`config.mk`:
```
export PLATFORM = sky130hd
export DESIGN_NAME = wp_trap_gen
export DESIGN_NICKNAME = d
export VERILOG_FILES = /design/src/rtl/wpt_pkg.sv /design/src/rtl/wpt_every_src.sv /design/src/rtl/wpt_countdown.sv /design/src/rtl/wpt_issue.sv /design/src/rtl/wp_trap_gen.sv
export SDC_FILE = /design/constraint.sdc
export NUM_CORES = 1
export LEC_CHECK = 0
export ABC_AREA = 1
export BUFFER_PORTS_ARGS = -buffer_cell sky130_fd_sc_hd__buf_2
export CAP_MARGIN = 10
export CORE_UTILIZATION = 32
export DETAILED_ROUTE_END_ITERATION = 7
export PLACE_DENSITY_LB_ADDON = 0.2
export SLEW_MARGIN = 0
export SYNTH_ARGS = -nofsm -noshare
export SYNTH_HDL_FRONTEND = slang
export SYNTH_SLANG_ARGS = --single-unit
```
`constraint.sdc`:
```
create_clock -name clk -period 1.7 [get_ports clk]
set_input_delay 0.17 -clock clk [delete_from_list [all_inputs] [get_ports clk]]
set_output_delay 0.17 -clock clk [all_outputs]
set_load 0.01 [all_outputs]
```
`src/rtl/wpt_pkg.sv`:
```
// Package: shared types for the watchpoint trap generator.
// Assumes: attributes are only meaningful while a trap is issued.
package wpt_pkg;

    // Class attached to an issued trap
    typedef struct packed {
        logic nonmask;
        logic to_debug;
    } trap_attr_t;

    // Build the attribute word, forced to zero when no trap issues
    function automatic trap_attr_t mk_attr(input logic issue,
                                           input logic nonmask,
                                           input logic to_debug);
        trap_attr_t a;
        a.nonmask  = issue & nonmask;
        a.to_debug = issue & to_debug;
        return a;
    endfunction

endpackage

```
`src/rtl/wpt_every_src.sv`:
```
// Module: per-match trap source.
// Merges watchpoint strobes gated by their own enables into one event.
// Assumes: strobes are single-cycle pulses already synchronous to clk.
module wpt_every_src #(
    parameter int NUM_WP = 4
) (
    input  logic [NUM_WP-1:0] wp_match,
    input  logic [NUM_WP-1:0] every_en,
    output logic              every_hit
);

    // Any enabled watchpoint that matched this cycle
    always_comb begin
        every_hit = |(wp_match & every_en);
    end

endmodule

```
`src/rtl/wpt_countdown.sv`:
```
// Module: one countdown trap counter.
// Loads a count, decrements on matches of its selected watchpoint,
// pulses fire on the 1->0 step and then idles at zero (no wrap).
// Assumes: select values at or above NUM_WP match nothing.
module wpt_countdown #(
    parameter int NUM_WP = 4,
    parameter int CNT_W  = 8,
    parameter int SEL_W  = 3
) (
    input  logic              clk,
    input  logic              rst_n,
    input  logic [NUM_WP-1:0] wp_match,
    input  logic              load,
    input  logic [CNT_W-1:0]  load_val,
    input  logic [SEL_W-1:0]  sel,
    output logic              fire,
    output logic [CNT_W-1:0]  count
);

    localparam logic [CNT_W-1:0] ONE = CNT_W'(1);

    logic [NUM_WP-1:0] sel_vec;
    logic              sel_hit;
    logic [CNT_W-1:0]  count_q;
    logic [CNT_W-1:0]  count_d;

    // Decode the select field into a one-hot watchpoint mask
    for (genvar i = 0; i < NUM_WP; i++) begin : g_dec
        assign sel_vec[i] = (sel == SEL_W'(i));
    end

    // Match on the selected watchpoint, none when out of range
    always_comb begin
        sel_hit = |(sel_vec & wp_match);
    end

    // Next count and the fire pulse; load has priority over counting
    always_comb begin
        count_d = count_q;
        fire    = 1'b0;
        if (load) begin
            count_d = load_val;
        end else if ((count_q != '0) && sel_hit) begin
            count_d = count_q - ONE;
            fire    = (count_q == ONE);
        end
    end

    // Count register with synchronous reset to idle
    always_ff @(posedge clk) begin
        if (!rst_n) count_q <= '0;
        else        count_q <= count_d;
    end

    assign count = count_q;

endmodule

```
`src/rtl/wpt_issue.sv`:
```
// Module: trap issue stage.
// Applies the maskable/nonmaskable policy, holds one pending request
// while masked, and registers the request with its class attributes.
// Assumes: event_in may be high several cycles; held events merge.
module wpt_issue
    import wpt_pkg::*;
(
    input  logic clk,
    input  logic rst_n,
    input  logic event_in,
    input  logic nonmask_cfg,
    input  logic int_en,
    input  logic dbg_route_en,
    output logic trap_req,
    output logic trap_nonmask,
    output logic trap_to_debug,
    output logic pend
);

    logic       pend_q;
    logic       req_q;
    trap_attr_t attr_q;
    logic       take;
    logic       want;
    trap_attr_t attr_d;

    // Decide whether a trap can be taken now and whether one is wanted
    always_comb begin
        take   = nonmask_cfg | int_en;
        want   = event_in | pend_q;
        attr_d = mk_attr(want & take, nonmask_cfg, dbg_route_en);
    end

    // Pending flag and registered request with attributes
    always_ff @(posedge clk) begin
        if (!rst_n) begin
            pend_q <= 1'b0;
            req_q  <= 1'b0;
            attr_q <= '0;
        end else begin
            pend_q <= want & ~take;
            req_q  <= want & take;
            attr_q <= attr_d;
        end
    end

    assign trap_req      = req_q;
    assign trap_nonmask  = attr_q.nonmask;
    assign trap_to_debug = attr_q.to_debug;
    assign pend          = pend_q;

endmodule

```
`src/rtl/wp_trap_gen.sv`:
```
// Module: watchpoint counter trap generator (top).
// Combines per-match sources and NUM_CNT countdown counters into one
// trap event, then issues it through the mask/route stage.
// Assumes: configuration inputs are held stable by their owner.
module wp_trap_gen #(
    parameter int NUM_WP  = 4,
    parameter int NUM_CNT = 2,
    parameter int CNT_W   = 8,
    localparam int SEL_W  = $clog2(NUM_WP) + 1
) (
    input  logic                     clk,
    input  logic                     rst_n,
    input  logic [NUM_WP-1:0]        wp_match,
    input  logic [NUM_WP-1:0]        every_en,
    input  logic [NUM_CNT-1:0]       cnt_load,
    input  logic [NUM_CNT*CNT_W-1:0] cnt_load_val,
    input  logic [NUM_CNT*SEL_W-1:0] cnt_sel,
    input  logic                     nonmask_cfg,
    input  logic                     int_en,
    input  logic                     dbg_route_en,
    output logic                     trap_req,
    output logic                     trap_nonmask,
    output logic                     trap_to_debug
);

    logic                     every_hit;
    logic [NUM_CNT-1:0]       cnt_fire;
    logic [NUM_CNT*CNT_W-1:0] cnt_flat;
    logic                     raw_evt;
    logic                     pend;

    wpt_every_src #(.NUM_WP(NUM_WP)) u_every (
        .wp_match  (wp_match),
        .every_en  (every_en),
        .every_hit (every_hit)
    );

    for (genvar k = 0; k < NUM_CNT; k++) begin : g_cnt
        wpt_countdown #(
            .NUM_WP (NUM_WP),
            .CNT_W  (CNT_W),
            .SEL_W  (SEL_W)
        ) u_cnt (
            .clk      (clk),
            .rst_n    (rst_n),
            .wp_match (wp_match),
            .load     (cnt_load[k]),
            .load_val (cnt_load_val[k*CNT_W +: CNT_W]),
            .sel      (cnt_sel[k*SEL_W +: SEL_W]),
            .fire     (cnt_fire[k]),
            .count    (cnt_flat[k*CNT_W +: CNT_W])
        );
    end

    // All sources of this cycle merge into one event
    always_comb begin
        raw_evt = every_hit | (|cnt_fire);
    end

    wpt_issue u_issue (
        .clk           (clk),
        .rst_n         (rst_n),
        .event_in      (raw_evt),
        .nonmask_cfg   (nonmask_cfg),
        .int_en        (int_en),
        .dbg_route_en  (dbg_route_en),
        .trap_req      (trap_req),
        .trap_nonmask  (trap_nonmask),
        .trap_to_debug (trap_to_debug),
        .pend          (pend)
    );

endmodule

```
==> flow_metrics.tcl, run 1 <==
set metrics [dict create \
    area_delta_synth_final_pct 21.9 \
    hold_buffers 0 \
    worst_hold_path_type "in -> reg" \
    grt_busiest_layer "met2" \
    critPathKind "reg -> reg" \
    clkTransAtPathRegs_ns 0.07 \
    worstPathArrival_ns 1.60 \
    combinationalPowerShare_pct 33.5 \
    finalNonFillerCells 314 \
    pin_count 40 \
    power.total_mw 1.31 \
    fmax_mhz 688 \
    drc 0 \
    final_nets 309 \
    grt_use_met3_pct 3.67 \
    power_density_nw_per_um2 771 \
    vias_per_cell 4.66 \
    wl_per_cell_um 10.6 \
    cts_inserted_buffers 3 \
    grt_max_degree 15 \
    ant_nets 0 \
    wl_mm 3.34 \
    place_congestion 0.840 \
    relSlewSlack_pct 83.9 \
    ctsHtreeMaxLevel 1 \
    cts_tree "yes" \
    clock_sink_count 20 \
    power.internal_uw 853 \
    dp.cells 311 \
    synth_nets 266 \
    switchingPower_uw 458 \
    synth-main-ff-cell "dfxtp_1" \
    timing.hold.ws_ns 0.126 \
    cp-startpoint "g_cnt[0].u_cnt.count[0]$_SDFFE_PN0P_" \
    grt_pass1_wl_mm 5.53 \
    use_met2_pct 26.7 \
    finalSetupTns_ns 0 \
    insertion_delay_ns 0.26 \
    ys_ff_latch 20 \
    cp_cell_sequence "inv_1, ha_1, nand2_2, nor2_2, nor2_2, nand2_4, nand2_4, nand2_1, o21ai_1, nor2_1" \
    synthArstFlopShare_pct 0 \
    clockPowerShare_pct 23.7 \
    diodes 0 \
    post-cts-setup-buffers 0 \
    ir_drop_v 0.000508 \
    cap_violations 0 \
    syn_inst 223 \
    drtIter0Drc 88 \
    synth.avg_cell_area_um2 6.26 \
    critPathTopFamily "simple AND/OR/NAND/NOR gates" \
    first_global_vias 1315 \
    swShare_pct 35.0 \
    cts.repair.resized 0 \
    rsz0062_at_grt "no" \
    cpMaxStageDelayCell "dfxtp_1" \
    critPathLaunchType "flip-flop" \
    io_buffer_count 39 \
    seqPwrFrac_pct 42.8 \
    worstMarginPinSlew_ns 0.241 \
    setup_viol 0 \
    ctsRootBufferMaster "clkbuf_8" \
    cp_data_required_time_ns 1.85 \
    status "complete, no violations" \
    first_pass_iters 4 \
    hold_viol_final 0 \
    gr-usage-all-layers_pct 15.8 \
    yosys_warnings 0 \
    worst_path_largest_cell_delay_ns 0.37 \
    clockBufferDepth 2 \
    die_area_um2 4630 \
    grt_antenna_before_repair 0 \
    crit_buf_inv 1 \
    dp_hpwl_mm 2.60 \
    ys_seq_area_share_pct 28.7 \
    start_util_pct 34.1 \
    r2r_start "g_cnt[0].u_cnt.count[0]$_SDFFE_PN0P_" \
    grt-ovfl-total 0 \
    min_period_ns 1.45 \
    min_period_over_period_pct 85.5 \
    critPathCaptureType "flip-flop" \
    synth_cell_types 25 \
    die_y_um 68.0 \
    hp-start "nonmask_cfg" \
    power.leakage_nw 0.854 \
    syn_area_um2 1400 \
    die_x_um 68.0 \
    vias 1462 \
    slew_viol_final 0 \
    final_layout_size_suffix_gt1_share_pct 22.0 \
    worstPathMaxFanout 10 \
    rows 23 \
    fin_skew_ns 0.00444 \
    core-area_um2 4090 \
    synth_edf_count 0 \
    grt_util_met1_pct 19.9 \
]
[placed cells by master, fill, tap and decap left out]
| cell | count |
|---|---|
| xor2_1 | 2 |
| clkinv_1 | 1 |
| xnor2_1 | 2 |
| nand4_1 | 4 |
| o21bai_1 | 3 |
| buf_2 | 39 |
| dfxtp_1 | 20 |
| o21ai_1 | 3 |
| a211oi_1 | 1 |
| inv_1 | 20 |
| inv_6 | 1 |
| a21oi_2 | 2 |
| nand2_2 | 2 |
| nand2_4 | 3 |
| o21ai_0 | 12 |
| a21oi_1 | 12 |
| buf_4 | 3 |
| clkbuf_8 | 3 |
| nor2_1 | 28 |
| nand2_1 | 64 |
| or2_2 | 1 |
| nor2_2 | 3 |
| nand3_1 | 26 |
| nor2_4 | 1 |
| ha_1 | 6 |
| nand3b_1 | 2 |
[registers in the layout (all words and copies together) (netlist names)]
register,flops
g_cnt.u_cnt.count,16
u_issue.pend,1
u_issue.trap_nonmask,1
u_issue.trap_req,1
u_issue.trap_to_debug,1
[final timing paths]
kind                                          end  slack [ns]  depth (start not counted)
max          g_cnt[0].u_cnt.count[4]$_SDFFE_PN0P_        0.25                         10
min               u_issue.trap_nonmask$_SDFF_PN0_        0.13                          3
max reg2reg  g_cnt[0].u_cnt.count[4]$_SDFFE_PN0P_        0.25                         10
min reg2reg  g_cnt[1].u_cnt.count[0]$_SDFFE_PN0P_        0.51                          2
[layer usage]
metal / vias to the layer above / wire length (um)
met5: - / 0
met4: 0 / 22
met3: 2 / 145
met2: 25 / 1490
met1: 631 / 1680
li1: 804 / -
[layout make-up]
class | count | area, um^2
sequential | 20 | 400
multi-input combinational | 177 | 891
timing repair buffer | 42 | 218
tap | 50 | 62.6
fill | 446 | 2390
clock buffer | 3 | 41.3
inverter | 22 | 87.6
[metrics by stage]
step | utilization [%] | cell area, um^2 | worst slack [ns]
after floorplan | - | 1400 | 0.374
after global placement | 40.6 | 1660 | 0.262
after detailed placement | 40.6 | 1660 | 0.249
after CTS | 41.6 | 1700 | 0.233
after global routing | 41.6 | 1700 | 0.0549
final | 41.6 | 1700 | 0.247
[kinds of logic (layout without fill, tap and decap cells)]
family	Yosys count	after routing	synth area share, %
and+or+nand+nor	134	134	42.9
AOI/OAI and AO/OA	33	33	13.1
buffers and inverters	26	67	7.44
DFF	20	20	28.7
adders and majority gates	6	6	5.38
xor gates and xnor gates	4	4	2.51
[power by group through the flow]
stage / Combinational, mW / Clock (mW) / Sequential [mW]
after CTS: 0.442 / 0.324 / 0.560
after global routing: 0.508 / 0.343 / 0.568
after floorplan: 0.326 / 0 / 0.562
final: 0.440 / 0.310 / 0.561
after detailed placement: 0.440 / 0 / 0.571
after global placement: 0.442 / 0 / 0.572
[cells in the mapped netlist, types with 2 or more instances]
| cell | n | area [um^2] |
|---|---|---|
| nand3_1 | 26 | 130 |
| inv_1 | 20 | 75.1 |
| dfxtp_1 | 20 | 400 |
| ha_1 | 6 | 75.1 |
| a21oi_2 | 2 | 17.5 |
| o21ai_1 | 3 | 15.0 |
| xor2_1 | 2 | 17.5 |
| nor2_2 | 3 | 18.8 |
| nand3b_1 | 2 | 15.0 |
| o21bai_1 | 3 | 22.5 |
| o21ai_0 | 12 | 60.1 |
| nor2_1 | 28 | 105 |
| nand2_2 | 2 | 12.5 |
| clkbuf_1 | 3 | 11.3 |
| nand2_1 | 64 | 240 |
| nand2_4 | 3 | 33.8 |
| xnor2_1 | 2 | 17.5 |
| a21oi_1 | 12 | 60.1 |
| nand4_1 | 4 | 25.0 |
[worst register-to-register path, delay by kind of cell (launching register included)]
family | cells | cell delay [ns]
AND/OR/NAND/NOR | 7 | 0.62
flip-flops | 1 | 0.37
adder cells (fa/ha/maj) | 1 | 0.21
buffers and inverters | 1 | 0.10
AO/OA/AOI/OAI | 1 | 0.07
Power figures use the tool's default switching activity.
==> run 2, diff against run 1 <==
--- a/config.mk
+++ b/config.mk
@@ -11,6 +11,7 @@
 export CORE_UTILIZATION = 32
 export DETAILED_ROUTE_END_ITERATION = 7
 export PLACE_DENSITY_LB_ADDON = 0.2
+export REMOVE_ABC_BUFFERS = 1
 export SLEW_MARGIN = 0
 export SYNTH_ARGS = -nofsm -noshare
 export SYNTH_HDL_FRONTEND = slang
==> flow_metrics.tcl, run 2 (synthesis results as in run 1) <==
set metrics [dict create \
    status "complete, no violations" \
    rsz0062_at_grt "no" \
    power.leakage_nw 0.849 \
    wl_per_cell_um 10.5 \
    cts_tree "yes" \
    min_period_over_period_pct 87.6 \
    io_buffer_count 39 \
    power_density_nw_per_um2 777 \
    combinationalPowerShare_pct 33.5 \
    post-route-util_pct 41.4 \
    hp-start "nonmask_cfg" \
    finalSetupTns_ns 0 \
    critPathKind "reg -> reg" \
    swShare_pct 35.2 \
    clkTransAtPathRegs_ns 0.07 \
    wl_mm 3.28 \
    relSlewSlack_pct 62.8 \
    fin_skew_ns 0.00279 \
    die_x_um 68.0 \
    largest_reg_flops 16 \
    worstPathMaxFanout 10 \
    core-area_um2 4090 \
    cp-startpoint "g_cnt[0].u_cnt.count[0]$_SDFFE_PN0P_" \
    seqPwrFrac_pct 42.4 \
    diodes 0 \
    setup_viol 0 \
    pin_count 40 \
    worstPathArrival_ns 1.62 \
    ctsHtreeMaxLevel 1 \
    final_layout_size_suffix_gt1_share_pct 21.7 \
    cts.repair.resized 0 \
    ctsRootBufferMaster "clkbuf_8" \
    cap_violations 0 \
    power.internal_uw 853 \
    grt_antenna_before_repair 0 \
    worst_hold_path_type "in -> reg" \
    rows 23 \
    area_delta_synth_final_pct 21.3 \
    cp_cell_sequence "inv_1, ha_1, nand2_2, nor2_2, nor2_2, nand2_4, nand2_4, nand2_1, o21ai_1, nor2_1" \
    cpMaxStageDelayCell "dfxtp_1" \
    worst_path_largest_cell_delay_ns 0.37 \
    r2r_start "g_cnt[0].u_cnt.count[0]$_SDFFE_PN0P_" \
    grt-ovfl-total 0 \
    first_pass_iters 4 \
    layout_commonest_cell "nand2_1" \
    gr-usage-all-layers_pct 16.3 \
    fmax_mhz 671 \
    post-cts-setup-buffers 0 \
    slew_viol_final 0 \
    dp_hpwl_mm 2.53 \
    vias_per_cell 4.73 \
    critPathCaptureType "flip-flop" \
    place_congestion 0.802 \
    start_util_pct 34.1 \
    die_y_um 68.0 \
    die_area_um2 4630 \
    hold_buffers 0 \
    ir_drop_v 0.000341 \
    drc 0 \
    cp_data_required_time_ns 1.83 \
    drtIter0Drc 58 \
    clock_sink_count 20 \
    grt_max_degree 16 \
    first_global_vias 1349 \
    clockPowerShare_pct 24.2 \
    worstMarginPinSlew_ns 0.558 \
    min_period_ns 1.49 \
    final_cell_mix "nand2_1, buf_2, nor2_1" \
    grt_pass1_wl_mm 5.68 \
    critPathTopFamily "simple AND/OR/NAND/NOR gates" \
    clockBufferDepth 2 \
    cts_inserted_buffers 3 \
    hold_viol_final 0 \
    final_nets 308 \
    critPathLaunchType "flip-flop" \
    ant_nets 0 \
    vias 1480 \
    insertion_delay_ns 0.26 \
    switchingPower_uw 463 \
    crit_buf_inv 1 \
]
==> run 2: cell types whose count changed in the layout (fill, tap and decap cells not counted), sizes merged <==
cell,previous run,this run
buf,42,41
==> run 2: final timing paths <==
| check | slack [ns] | to | depth (start not counted) |
|---|---|---|---|
| max | 0.21 | g_cnt[0].u_cnt.count[4]$_SDFFE_PN0P_ | 10 |
| min | 0.13 | u_issue.trap_nonmask$_SDFF_PN0_ | 3 |
| max reg2reg | 0.21 | g_cnt[0].u_cnt.count[4]$_SDFFE_PN0P_ | 10 |
| min reg2reg | 0.50 | g_cnt[1].u_cnt.count[0]$_SDFFE_PN0P_ | 2 |
==> run 2: power groups by stage <==
stage	logic, mW	clock network, mW	registers (mW)
after floorplan	0.319	0	0.562
after detailed placement	0.443	0	0.568
final	0.440	0.318	0.557
after global routing	0.512	0.351	0.563
after CTS	0.445	0.329	0.558
after global placement	0.443	0	0.568
==> run 2: metrics by stage <==
stage	worst slack [ns]	total power, mW	instances	area [um^2]	hold WS, ns
after detailed placement	0.228	1.01	310	1650	0.405
after CTS	0.214	1.33	313	1690	0.125
after floorplan	0.371	0.881	219	1380	0.282
after global routing	0.0585	1.43	313	1690	0.116
final	0.210	1.32	313	1690	0.125
after global placement	0.234	1.01	310	1650	0.403
==> run 2: worst min-delay path, stage by stage <==
cell and delay, ns:
buf_2 0.10, inv_1 0.04, nor2_1 0.04
==> run 2: layout make-up <==
| class | instances | area (um^2) |
|---|---|---|
| inverters | 22 | 87.6 |
| well taps | 50 | 62.6 |
| repair buffers | 41 | 210 |
| multi-input cells | 177 | 891 |
| flip-flops and latches | 20 | 400 |
| clock buffers | 3 | 41.3 |
| fillers | 466 | 2390 |
==> run 2: per-layer routing <==
| metal | GRT usage [%] | vias to the layer above | share of wire (%) |
|---|---|---|---|
| li1 | - | 798 | - |
| met1 | 19.0 | 644 | 46 |
| met2 | 29.3 | 34 | 48 |
| met3 | 3.50 | 4 | 4.7 |
| met4 | 5.47 | 0 | 1.3 |
| met5 | 0 | - | 0 |
